**config.mk**
```make
export PLATFORM = sky130hd
export DESIGN_NAME = flash_lock_guard
export DESIGN_NICKNAME = d
export VERILOG_FILES = /design/src/rtl/flg_pkg.sv /design/src/rtl/flg_blk_array.sv /design/src/rtl/flg_decide.sv /design/src/rtl/flg_op_timer.sv /design/src/rtl/flash_lock_guard.sv
export SDC_FILE = /design/constraint.sdc
export NUM_CORES = 1
export LEC_CHECK = 0
export ABC_AREA = 1
export BUFFER_PORTS_ARGS = -buffer_cell sky130_fd_sc_hd__buf_2
export CAP_MARGIN = 40
export CORE_MARGIN = 2
export CORE_UTILIZATION = 40
export CTS_CLUSTER_SIZE = 16
export DETAILED_ROUTE_END_ITERATION = 16
export PLACE_DENSITY = 0.68
export SYNTH_ARGS = -nofsm -noshare
export SYNTH_HDL_FRONTEND = slang
export SYNTH_SLANG_ARGS = --single-unit
```
**constraint.sdc**
```tcl
create_clock -name clk -period 1.8 [get_ports clk]
set_clock_uncertainty 0.05 [all_clocks]
set_input_delay 0.09 -clock clk [delete_from_list [all_inputs] [get_ports clk]]
set_output_delay 0.09 -clock clk [all_outputs]
set_load 0.05 [all_outputs]
```
**src/rtl/flg_pkg.sv**
```systemverilog
package flg_pkg;

   typedef enum logic [2:0] {
      OP_NOP    = 3'd0,
      OP_LOCK   = 3'd1,
      OP_UNLOCK = 3'd2,
      OP_LDOWN  = 3'd3,
      OP_PROG   = 3'd4,
      OP_ERASE  = 3'd5,
      OP_CLR    = 3'd6,
      OP_CFG    = 3'd7
   } flg_op_e;

   // bit 0: locked, bit 1: locked down
   typedef logic [1:0] blk_st_t;

   localparam blk_st_t ST_OPEN    = 2'b00;
   localparam blk_st_t ST_LOCKED  = 2'b01;
   localparam blk_st_t ST_LD_OPEN = 2'b10;
   localparam blk_st_t ST_LD_SHUT = 2'b11;

   localparam logic [1:0] VPP_LOCKOUT = 2'b00;

   function automatic logic is_lock_cmd(input flg_op_e op);
      return (op == OP_LOCK) || (op == OP_UNLOCK) || (op == OP_LDOWN);
   endfunction

   function automatic logic is_pe_cmd(input flg_op_e op);
      return (op == OP_PROG) || (op == OP_ERASE);
   endfunction

endpackage

```
**src/rtl/flg_blk_array.sv**
```systemverilog
module flg_blk_array
   import flg_pkg::*;
#(
   parameter int NUM_BLK = 16,
   parameter int BLK_AW  = 4
) (
   input  logic              clk,
   input  logic              rst_n,
   input  logic              wr_en,
   input  logic [BLK_AW-1:0] wr_blk,
   input  blk_st_t           wr_val,
   input  logic [BLK_AW-1:0] sel_blk,
   output blk_st_t           sel_state,
   output logic              sel_ok,
   input  logic [BLK_AW-1:0] rd_blk,
   output blk_st_t           rd_state
);

   localparam bit FULL_MAP = (NUM_BLK == (1 << BLK_AW));

   blk_st_t st_all [NUM_BLK];
   blk_st_t rd_next;

   for (genvar g = 0; g < NUM_BLK; g++) begin : g_blk
      blk_st_t st_q;
      always_ff @(posedge clk or negedge rst_n) begin
         if (!rst_n)
            st_q <= ST_LOCKED;
         else if (wr_en && (wr_blk == BLK_AW'(g)))
            st_q <= wr_val;
      end
      assign st_all[g] = st_q;
   end

   if (FULL_MAP) begin : g_full
      assign sel_state = st_all[sel_blk];
      assign sel_ok    = 1'b1;
      assign rd_next   = st_all[rd_blk];
   end else begin : g_part
      logic sel_in, rd_in;
      assign sel_in    = (32'(sel_blk) < NUM_BLK);
      assign rd_in     = (32'(rd_blk) < NUM_BLK);
      assign sel_state = sel_in ? st_all[sel_blk] : ST_LOCKED;
      assign sel_ok    = sel_in;
      assign rd_next   = rd_in ? st_all[rd_blk] : ST_LOCKED;
   end

   always_ff @(posedge clk or negedge rst_n) begin
      if (!rst_n)
         rd_state <= ST_OPEN;
      else
         rd_state <= rd_next;
   end

endmodule

```
**src/rtl/flg_decide.sv**
```systemverilog
module flg_decide
   import flg_pkg::*;
(
   input  logic       clk,
   input  logic       rst_n,
   input  logic       cmd_valid,
   input  logic [2:0] cmd_op,
   input  blk_st_t    sel_state,
   input  logic       sel_ok,
   input  logic       wp_n,
   input  logic [1:0] vpp_lvl,
   input  logic       busy,
   output logic       wr_en,
   output blk_st_t    wr_val,
   output logic       start_op,
   output logic       rsp_valid,
   output logic       rsp_grant,
   output logic       err_flag
);

   flg_op_e op;
   logic    frozen, ok, has_rsp;

   assign op      = flg_op_e'(cmd_op);
   assign frozen  = sel_state[1] && !wp_n;
   assign has_rsp = cmd_valid && (is_lock_cmd(op) || is_pe_cmd(op));

   always_comb begin
      ok     = 1'b0;
      wr_val = sel_state;
      unique case (op)
         OP_LOCK: begin
            wr_val = {sel_state[1], 1'b1};
            ok     = sel_ok && !frozen;
         end
         OP_UNLOCK: begin
            wr_val = {sel_state[1], 1'b0};
            ok     = sel_ok && !frozen;
         end
         OP_LDOWN: begin
            wr_val = ST_LD_SHUT;
            ok     = sel_ok;
         end
         OP_PROG, OP_ERASE:
            ok = sel_ok && !sel_state[0] && (vpp_lvl != VPP_LOCKOUT) && !busy;
         default: ok = 1'b0;
      endcase
   end

   assign wr_en    = cmd_valid && is_lock_cmd(op) && ok;
   assign start_op = cmd_valid && is_pe_cmd(op) && ok;

   always_ff @(posedge clk or negedge rst_n) begin
      if (!rst_n) begin
         rsp_valid <= 1'b0;
         rsp_grant <= 1'b0;
         err_flag  <= 1'b0;
      end else begin
         rsp_valid <= has_rsp;
         rsp_grant <= has_rsp && ok;
         if (has_rsp && !ok)
            err_flag <= 1'b1;
         else if (cmd_valid && (op == OP_CLR))
            err_flag <= 1'b0;
      end
   end

endmodule

```
**src/rtl/flg_op_timer.sv**
```systemverilog
module flg_op_timer #(
   parameter int OP_LEN = 8
) (
   input  logic clk,
   input  logic rst_n,
   input  logic start,
   output logic busy,
   output logic done
);

   localparam int CNT_W = (OP_LEN > 2) ? $clog2(OP_LEN) : 1;

   logic [CNT_W-1:0] cnt_q;

   always_ff @(posedge clk or negedge rst_n) begin
      if (!rst_n) begin
         busy  <= 1'b0;
         done  <= 1'b0;
         cnt_q <= '0;
      end else begin
         done <= 1'b0;
         if (busy) begin
            if (cnt_q == '0) begin
               busy <= 1'b0;
               done <= 1'b1;
            end else begin
               cnt_q <= cnt_q - 1'b1;
            end
         end else if (start) begin
            busy  <= 1'b1;
            cnt_q <= CNT_W'(OP_LEN - 1);
         end
      end
   end

endmodule

```
**src/rtl/flash_lock_guard.sv**
```systemverilog
module flash_lock_guard
   import flg_pkg::*;
#(
   parameter int NUM_BLK = 16,
   parameter int BLK_AW  = $clog2(NUM_BLK),
   parameter int CFG_W   = 16,
   parameter int OP_LEN  = 8
) (
   input  logic              clk,
   input  logic              rst_n,
   input  logic              cmd_valid,
   input  logic [2:0]        cmd_op,
   input  logic [BLK_AW-1:0] cmd_blk,
   input  logic [CFG_W-1:0]  cmd_data,
   input  logic              wp_n,
   input  logic [1:0]        vpp_lvl,
   input  logic [BLK_AW-1:0] rd_blk,
   output logic [1:0]        rd_state,
   output logic              rsp_valid,
   output logic              rsp_grant,
   output logic              err_flag,
   output logic              busy,
   output logic              op_done,
   output logic [CFG_W-1:0]  cfg_q
);

   if (NUM_BLK < 2) begin : g_bad_blk
      $error("flash_lock_guard: NUM_BLK must be at least 2");
   end
   if ((1 << BLK_AW) < NUM_BLK) begin : g_bad_aw
      $error("flash_lock_guard: BLK_AW too narrow for NUM_BLK");
   end
   if (OP_LEN < 2) begin : g_bad_len
      $error("flash_lock_guard: OP_LEN must be at least 2");
   end
   if (CFG_W < 1) begin : g_bad_cfg
      $error("flash_lock_guard: CFG_W must be at least 1");
   end

   blk_st_t sel_state, wr_val;
   logic    sel_ok, wr_en, start_op;

   flg_blk_array #(
      .NUM_BLK (NUM_BLK),
      .BLK_AW  (BLK_AW)
   ) u_array (
      .clk       (clk),
      .rst_n     (rst_n),
      .wr_en     (wr_en),
      .wr_blk    (cmd_blk),
      .wr_val    (wr_val),
      .sel_blk   (cmd_blk),
      .sel_state (sel_state),
      .sel_ok    (sel_ok),
      .rd_blk    (rd_blk),
      .rd_state  (rd_state)
   );

   flg_decide u_decide (
      .clk       (clk),
      .rst_n     (rst_n),
      .cmd_valid (cmd_valid),
      .cmd_op    (cmd_op),
      .sel_state (sel_state),
      .sel_ok    (sel_ok),
      .wp_n      (wp_n),
      .vpp_lvl   (vpp_lvl),
      .busy      (busy),
      .wr_en     (wr_en),
      .wr_val    (wr_val),
      .start_op  (start_op),
      .rsp_valid (rsp_valid),
      .rsp_grant (rsp_grant),
      .err_flag  (err_flag)
   );

   flg_op_timer #(
      .OP_LEN (OP_LEN)
   ) u_timer (
      .clk   (clk),
      .rst_n (rst_n),
      .start (start_op),
      .busy  (busy),
      .done  (op_done)
   );

   // cleared value 0 selects asynchronous read mode
   always_ff @(posedge clk or negedge rst_n) begin
      if (!rst_n)
         cfg_q <= '0;
      else if (cmd_valid && (flg_op_e'(cmd_op) == OP_CFG))
         cfg_q <= cmd_data;
   end

endmodule

```
==> results.md, run 1 <==
Run status:
- The flow ran to the end, but the final reports show violations.
- The final reports fail on negative setup slack.

Yosys:
- The count of flip-flops with a built-in enable after synthesis is 0.
- The mapped cell area is roughly 3300 um^2.
- The dominant cell type by area after synthesis is dfrtp_1.
- Of the synthesized area, sequential elements account for 0.4468.
- The count of distinct cell types in the synthesized netlist is 27.
- The area fraction of the dominant cell type after synthesis is 0.3191.
- The cell with the most instances after synthesis is nand2_1.
- By area the synthesized netlist is led by dfrtp_1 32%, nand2_1 19%, dfstp_2 13%.
- The share of flip-flops with an asynchronous set or reset after synthesis is 1.000.
- After synthesis, the mean cell area works out to roughly 8 um^2.
- The number of nets in the synthesized netlist is 455.
- After synthesis the netlist holds a flip-flop and latch count of between 50 and 60.
- Ranked by instance count, the synthesized netlist is headed by 165 x nand2_1, 42 x dfrtp_1, 32 x nand4_1.
- The number of warnings reported in the yosys synthesis log is 0.
- For this run, the leading register cell type out of synthesis is dfrtp_1.
- Synthesis produced 420 cells.

Worst setup path:
- STA classifies the critical path endpoint as a flip-flop.
- Traced cell by cell, the critical path runs through nand2_1 -> nand2_1 -> nand2_1 -> nand2_1 -> nand2_1 -> nand2_2 -> nor2_2 -> a21oi_4 -> nand2_8 -> clkbuf_16 -> nand4_1 -> nand2_1.
- The required time at the worst-slack endpoint is 1.98 ns.
- Across all register-to-register paths, the minimum setup slack is -0.05 ns.
- Counting cells, the worst reg-to-reg path comes to 12.
- The worst-path maximum fanout is 12.
- The worst register-to-register path ends at u_array.g_blk[3].st_q[1].
- Counting both buffers and inverters, the worst setup path holds a total of 1.
- The worst setup path category is flip-flop to flip-flop.
- STA puts the critical path data arrival time at approximately 2 ns.
- In this design, the critical path's most frequently occurring cell is nand2_1.
- The startpoint type of the worst setup path is a flip-flop.
- Among cell families on the critical path, the largest total delay comes from simple AND/OR/NAND/NOR gates.
- The largest incremental delay on the critical path is 0.55 ns.
- The library cell contributing the largest single delay on the critical path is dfstp_2.
- In this run the critical register-to-register path is launched from u_array.g_blk[1].st_q[0].

Placed design:
- In this run the cell area measured after placement is 3705 um^2.
- The count of input and output buffers is between 50 and 60.
- The weighted congestion at the end of routability-driven global placement is 0.8764.
- The HPWL reported at the end of detailed placement is approximately 5.8 mm.

Run:
- Across the run, the number of max-cap violations was 0.

Clocking:
- The clock transition at the register clock pins on the worst setup and hold paths after CTS is 0.07 ns.
- The CTS buffer count is 9.
- The clock insertion delay at the later pin of the skew report is 0.34 ns.
- The buffer type at the clock tree root is clkbuf_8.
- The clock net in this run drives a total of 58 sinks.
- The maximum buffer depth of the clock tree is 2.
- The TritonCTS clock tree is built.
- The H-tree generated during clock tree synthesis spans 3 levels.

Die:
- For this configuration, the core starts out at a cell density of 0.4069.
- The die width is approximately 95 um.
- The floorplan step defined a die boundary enclosing 8975 um^2.
- The die height is ~95 um.
- After floorplanning, the core was sized to cover 8093 um^2.
- For this design the top-level I/O count stands at between 50 and 60.
- The initialized floorplan defines 33 standard-cell rows.

Timing:
- Setup repair after global routing could not meet its margin everywhere.
- The pin slew with the least headroom to its limit is 0.7850 ns.
- The final number of hold-violating endpoints was 0.
- Setup violations remaining at the end of the flow were counted as 33.
- The ratio of final minimum period to clock period is 1.027.
- The time the worst path needs with I/O delays and setup is 1.848 ns.
- The total count of max-transition violations in the final report is 0.
- For the final routed database, the setup TNS stands at -0.8216 ns.
- The setup slack of the critical path after layout is -0.04834 ns.
- The achievable clock frequency is 541.0 MHz.
- The worst pin sits at a relative slew slack of 0.4766.

Hold path:
- The path class of the lowest-slack min-delay path is input pin to flip-flop.
- The worst hold path depth is 3.
- The worst hold path begins at rd_blk[2].
- The path with the worst hold slack has its endpoint at u_array.rd_state[0].

Pwr:
- Overall power consumption after layout is estimated at 4.415 mW.
- The worst supply voltage drop on vdd is 0.6080 mV.
- For this design the static power due to leakage is ~2.1 nW.
- Dividing total power by cell area gives a power density of 998.7 nW/um^2.

Layout:
- The number of nets in the layout is approximately 540.
- For this run, the share of the core covered by cells in the final layout is 0.5462.
- The antenna diode count is 0.
- The post-route standard cell area excluding fillers is 4420 um^2.
- In the final layout, the share of cells above drive strength 1 is 0.3069.
- The synthesis-to-layout area growth is 34.23%.
- Counting the fill cells in the layout gives 761.

Global routing:
- The first global-routing pass estimated 14.47 mm of wire.
- The total grt overflow is 0.
- The aggregate global-route resource usage is 0.2080.
- The initial antenna violation count is 0.
- The number of global-route vias before repair came to 3058.
- The pin count of the biggest net entering global routing is 49.

Drt:
- The length of the first detailed-routing pass in iterations is 5.
- The final route contains approximately 3200 vias.
- The final wirelength is 9.203 mm.
- In the final routed layout, each cell accounts on average for approximately 15 um.
- Dividing the detail-routed via count by the number of cells gives ~5.3.
- The starting DRC count in detailed routing is 221.
- After detailed routing, the number of remaining DRC violations is 0.
- The detail route stage leaves a number of antenna-violating nets equal to 0.
==> worst max-delay path by stage <==
stage | start | slack (ns) | depth (start not counted) | end
3_5_place_dp | u_array.g_blk[6].st_q[0] | -0.002 | 13 | u_timer.cnt_q[1]
6_report | u_array.g_blk[1].st_q[0] | -0.05 | 12 | u_array.g_blk[3].st_q[1]
4_1_cts | u_array.g_blk[6].st_q[0] | 0.03 | 13 | u_timer.cnt_q[1]
2_1_floorplan | u_timer.busy | 0.06 | 8 | u_array.g_blk[0].st_q[1]
3_3_place_gp | u_array.g_blk[8].st_q[0] | 0.06 | 13 | u_timer.cnt_q[2]
5_1_grt | u_array.g_blk[9].st_q[0] | -0.15 | 12 | u_array.g_blk[10].st_q[1]
==> power breakdown <==
| part | leakage (nW) | total [mW] | switching, mW | internal [mW] |
|---|---|---|---|---|
| registers | 0.703 | 1.63 | 0.124 | 1.51 |
| clock network | 0.109 | 1.36 | 0.548 | 0.813 |
| logic | 1.31 | 1.42 | 0.941 | 0.483 |
| total | 2.13 | 4.41 | 1.61 | 2.80 |
==> timing repair <==
item                                    in CTS  in global routing
gates cloned                                 0                  4
setup buffers                                0                  4
endpoints found under the setup margin       1                 36
hold buffers                                18                  0
pin swaps                                    0                 10
resized for setup                            1                 38
endpoints found under the hold margin       37                  0
==> sequential cells by signal (all words and copies together), names as in the netlist <==
signal              flops
u_array.g_blk.st_q     32
u_decide.rsp_grant      1
cfg_q                  16
u_array.rd_state        2
u_timer.cnt_q           3
u_decide.err_flag       1
u_decide.rsp_valid      1
u_timer.busy            1
u_timer.done            1
==> layer usage <==
layer / track usage / vias up / part of all wire
met5: 0 / - / 0
met4: 0.05072 / 0 / 0.010
met3: 0.06784 / 15 / 0.077
met2: 0.3416 / 138 / 0.48
met1: 0.2660 / 1513 / 0.43
li1: - / 1554 / -
==> kinds of logic after synthesis <==
| kind of cell | count (synthesis) | share of synthesized area |
|---|---|---|
| AOI/OAI and AO/OA | 39 | 0.07409 |
| buffers and inverters | 47 | 0.06953 |
| DFF | 58 | 0.4468 |
| and+or+nand+nor | 249 | 0.3203 |
| adders and majority gates | 2 | 0.007598 |
| xor gates and xnor gates | 1 | 0.002660 |
| muxes | 24 | 0.07903 |
==> cell usage in the layout, fill, tap and decap left out, types with 2 or more instances in the layout <==
cell	netlist	routed
clkinv_2	0	2
inv_1	23	23
nand3_4	0	8
nand3_2	0	8
nand2_4	1	2
clkbuf_16	0	4
nor2_1	26	24
clkbuf_8	0	10
nor2_2	0	2
mux2i_1	8	8
buf_2	9	55
dfstp_2	16	16
mux2_2	16	16
nand3_1	23	7
nand2_1	165	155
dfrtp_1	42	42
nand4_1	32	32
o211ai_1	7	7
nand2_2	1	9
dlygate4sd3_1	0	18
a21oi_1	10	10
o21ai_2	2	2
ha_1	2	2
bufinv_16	0	2
buf_12	0	5
o21ai_0	17	16
buf_4	1	9
==> tightest hold or removal path, stage by stage <==
cell and delay [ns]:
buf_2 0.16, o211ai_1 0.11, nand2_1 0.06
==> per-stage QoR <==
| step | hold WS (ns) | setup WS [ns] | std cells |
|---|---|---|---|
| final | 0.05419 | -0.04834 | 610 |
| after global routing | 0.07710 | -0.1515 | 610 |
| after CTS | 0.03915 | 0.02607 | 602 |
| after detailed placement | 0.02700 | -0.002475 | 568 |
| after global placement | 0.02375 | 0.06224 | 568 |
| after floorplan | -0.2556 | 0.06274 | 420 |
==> layout make-up <==
| type | count | area [um^2] | share of cell area |
|---|---|---|---|
| inverter | 25 | 93.84 | 0.02123 |
| tap | 105 | 131.4 | 0.02972 |
| sequential | 58 | 1471 | 0.3329 |
| clock inverter | 5 | 77.57 | 0.01755 |
| clock buffer | 11 | 141.4 | 0.03198 |
| timing repair buffer | 91 | 723.2 | 0.1636 |
| multi-input combinational | 315 | 1782 | 0.4031 |
Power figures use the tool's default switching activity.
==> run 2: changes to the inputs <==
- REMOVE_ABC_BUFFERS: unset -> 1
==> results.md, run 2 (same netlist as run 1, synthesis figures left out) <==
Drt:
- The via density per instance was 5.134 (was 5.279).
- The routed length per instance came to 14.31 um (was 15.09 um).
- The length of the first detailed-routing pass in iterations came to 7 (was 5).
- The remaining number of nets flagged by the antenna check after routing is 0 (unchanged).
- The starting DRC count in detailed routing is 221 (unchanged).
- The final wirelength is 8.673 mm (was 9.203 mm).
- The residual DRC count was 0 (unchanged).
- The number of vias after detailed routing came to 3111 (was 3220).

Pwr:
- The overall power consumption is 4.366 mW (was 4.415 mW).
- The leakage power came to 2.085 nW (was 2.126 nW).
- The power density relative to cell area is 1023 nW/um^2 (was 998.7 nW/um^2).
- The worst supply voltage drop on vdd is 0.8398 mV (was 0.6080 mV).

Layout:
- The number of filler cells placed in the layout is 754 (was 761).
- The flip-flop count of the largest register after layout was 32 (unchanged).
- The most flop-heavy register is u_array.g_blk.st_q (unchanged).
- The antenna diode count is 0 (unchanged).
- The final cell count without fillers is 606 (was 610).
- Most frequent cells in the layout: 155 x nand2_1, 55 x buf_2, 42 x dfrtp_1, 32 x nand4_1, 24 x nor2_1 (unchanged).
- Top Registers: u_array.g_blk.st_q: 32 flops, cfg_q: 16 flops, u_timer.cnt_q: 3 flops (unchanged).
- The most common cell after layout, fill and taps aside is nand2_1 (unchanged).
- The number of nets in the layout is 531 (was 535).
- The proportion of layout cells with a drive suffix above 1 was 0.2954 (was 0.3069).
- The synthesis-to-layout area growth was 29.64% (was 34.23%).

Placed design:
- The cell total after placement is 568 (unchanged).
- The weighted congestion at the end of routability-driven global placement was 0.9540 (was 0.8764).
- The worst-case setup slack after placement is -0.009127 ns (was -0.002475 ns).
- The count of input and output buffers is 55 (unchanged).
- The HPWL reported at the end of detailed placement is 5.578 mm (was 5.802 mm).

Worst setup path:
- The most used cell along the critical path is nand2_1 (unchanged).
- The required time at the worst-slack endpoint came to 2.03 ns (was 1.98 ns).
- The largest incremental delay on the critical path was 0.54 ns (was 0.55 ns).
- The library cell contributing the largest single delay on the critical path is dfstp_2 (unchanged).
- The worst-path maximum fanout is 15 (was 12).
- The endpoint type of the worst setup path is a flip-flop (unchanged).
- The worst setup path category is flip-flop to flip-flop (unchanged).
- The arrival time at the worst endpoint came to 1.99 ns (was 2.03 ns).
- The critical path buffer and inverter count came to 1 (unchanged).
- The startpoint type of the worst setup path is a flip-flop (unchanged).
- The largest delay contributor family on the critical path is simple AND/OR/NAND/NOR gates (unchanged).
- Ordered list of cells on the worst path: nand2_1 -> nand2_1 -> nand2_1 -> nand2_1 -> nand2_1 -> nand2_2 -> nor2_2 -> a21oi_4 -> nand2_4 -> buf_12 -> nand3_1 -> nand2_1 -> nand2_1 (was nand2_1 -> nand2_1 -> nand2_1 -> nand2_1 -> nand2_1 -> nand2_2 -> nor2_2 -> a21oi_4 -> nand2_8 -> clkbuf_16 -> nand4_1 -> nand2_1).

Die:
- The die outline area was 8975 um^2 (unchanged).
- The number of standard-cell rows in the floorplan was 33 (unchanged).
- The die width is 94.74 um (unchanged).
- The starting utilization of the core area was 0.4069 (unchanged).
- The number of primary I/O pins was 56 (unchanged).
- The die height is 94.74 um (unchanged).
- The placeable core region was 8093 um^2 (unchanged).

Run:
- The total of max-cap violations was 0 (unchanged).

Timing:
- Setup repair after global routing missed its margin: yes (unchanged).
- The number of endpoints failing setup at the final stage is 0 (was 33).
- The setup slack of the critical path after layout is 0.04321 ns (was -0.04834 ns).
- The time the worst path needs with I/O delays and setup is 1.757 ns (was 1.848 ns).
- The ratio of final minimum period to clock period came to 0.9760 (was 1.027).
- The final number of hold-violating endpoints is 0 (unchanged).
- The achievable clock frequency was 569.2 MHz (was 541.0 MHz).
- The total count of max-transition violations in the final report is 0 (unchanged).
- The pin slew with the least headroom to its limit is 0.5342 ns (was 0.7850 ns).
- The remaining max-slew budget at the tightest pin is 0.6401 (was 0.4766).

Global routing:
- The total grt overflow came to 0 (unchanged).
- The wire length of the first global-routing pass is 14.26 mm (was 14.47 mm).
- The initial antenna violation count came to 0 (unchanged).
- The aggregate global-route resource usage came to 0.2045 (was 0.2080).
- The number of global-route vias before repair is 2979 (was 3058).
- The pin count of the biggest net entering global routing is 59 (was 49).

Clocking:
- The clock sink total is 58 (unchanged).
- The buffer type at the clock tree root is clkbuf_8 (unchanged).
- The maximum buffer depth of the clock tree was 2 (unchanged).
- The deepest level of the CTS H-tree was 3 (unchanged).
- The clock transition at the register clock pins on the worst setup and hold paths after CTS is 0.07 ns (about the same).
- The CTS buffer count is 9 (unchanged).
- The clock insertion delay at the later pin of the skew report was 0.35 ns (was 0.34 ns).
- The TritonCTS clock tree is built (unchanged).

Hold path:
- The path class of the lowest-slack min-delay path is input pin to flip-flop (unchanged).

Run status:
- Result of the run: finished clean (was complete, but fails checks).
## run 2: cell count changes in the layout (fill, tap and decap cells not counted), moves of 2 or more
cell | previous run | this run
buf_4 | 9 | 7
clkbuf_16 | 4 | 1
clkinv_2 | 2 | 0
clkinv_4 | 0 | 3
nand3_1 | 7 | 11
nand3_2 | 8 | 12
nand3_4 | 8 | 0
## run 2: area by class of cell
| type | instances | area [um^2] | share of cell area |
|---|---|---|---|
| timing repair buffer | 87 | 653.1 | 0.1530 |
| clock inverter | 7 | 102.6 | 0.02403 |
| clock buffer | 9 | 123.9 | 0.02902 |
| multi-input combinational | 315 | 1693 | 0.3965 |
| tap | 105 | 131.4 | 0.03077 |
| sequential | 58 | 1471 | 0.3447 |
| inverter | 25 | 93.84 | 0.02198 |
## run 2: power breakdown
part / internal [mW] / switching (mW)
registers: 1.51 / 0.132
logic: 0.434 / 0.902
clock network: 0.790 / 0.601
total: 2.73 / 1.64
## run 2: metrics by stage
stage	cell area, um^2	setup TNS (ns)	hold WS [ns]	util
5_1_grt	4269	-2.450	0.05989	0.5275
3_3_place_gp	3717	0	0.06758	0.4593
6_report	4269	0	0.07226	0.5275
2_1_floorplan	3158	-25.44	-0.2556	-
4_1_cts	4126	0	0.05224	0.5099
3_5_place_dp	3717	-0.01839	0.07085	0.4593
## run 2: tightest hold or removal path, delay by kind of cell
family	cells	cell delay, ns
AOI/OAI and AO/OA	1	0.11
buffers and inverters	1	0.17
and+or+nand+nor	1	0.06
## run 2: worst paths after layout
check,start,endpoint,slack (ns),cells after the start
max in group asynchronous,rst_n,u_array.g_blk[11].st_q[0],1.17,3
setup / recovery,u_array.g_blk[4].st_q[0],u_array.g_blk[6].st_q[1],0.04,13
setup reg to reg,u_array.g_blk[4].st_q[0],u_array.g_blk[6].st_q[1],0.04,13
hold / removal,rd_blk[2],u_array.rd_state[1],0.07,3
min in group asynchronous,rst_n,u_array.g_blk[5].st_q[1],0.22,3
hold reg to reg,u_array.g_blk[11].st_q[0],u_array.g_blk[11].st_q[0],0.42,2
## run 2: layer usage
metal,up-vias,routed length (um),track usage
li1,1546,-,-
met1,1454,3909,0.2675
met2,101,4055,0.3251
met3,10,606,0.06624
met4,0,102,0.05797
met5,-,0,0
## run 2: repair_timing
action                                 4_1_cts  5_1_grt
endpoints found under the hold margin       76        0
cloned                                       0        1
hold buffers                                18        0
resized for setup                            1       25
pin swaps                                    0        3
setup buffers                                0        3
setup endpoints to repair                    3       36
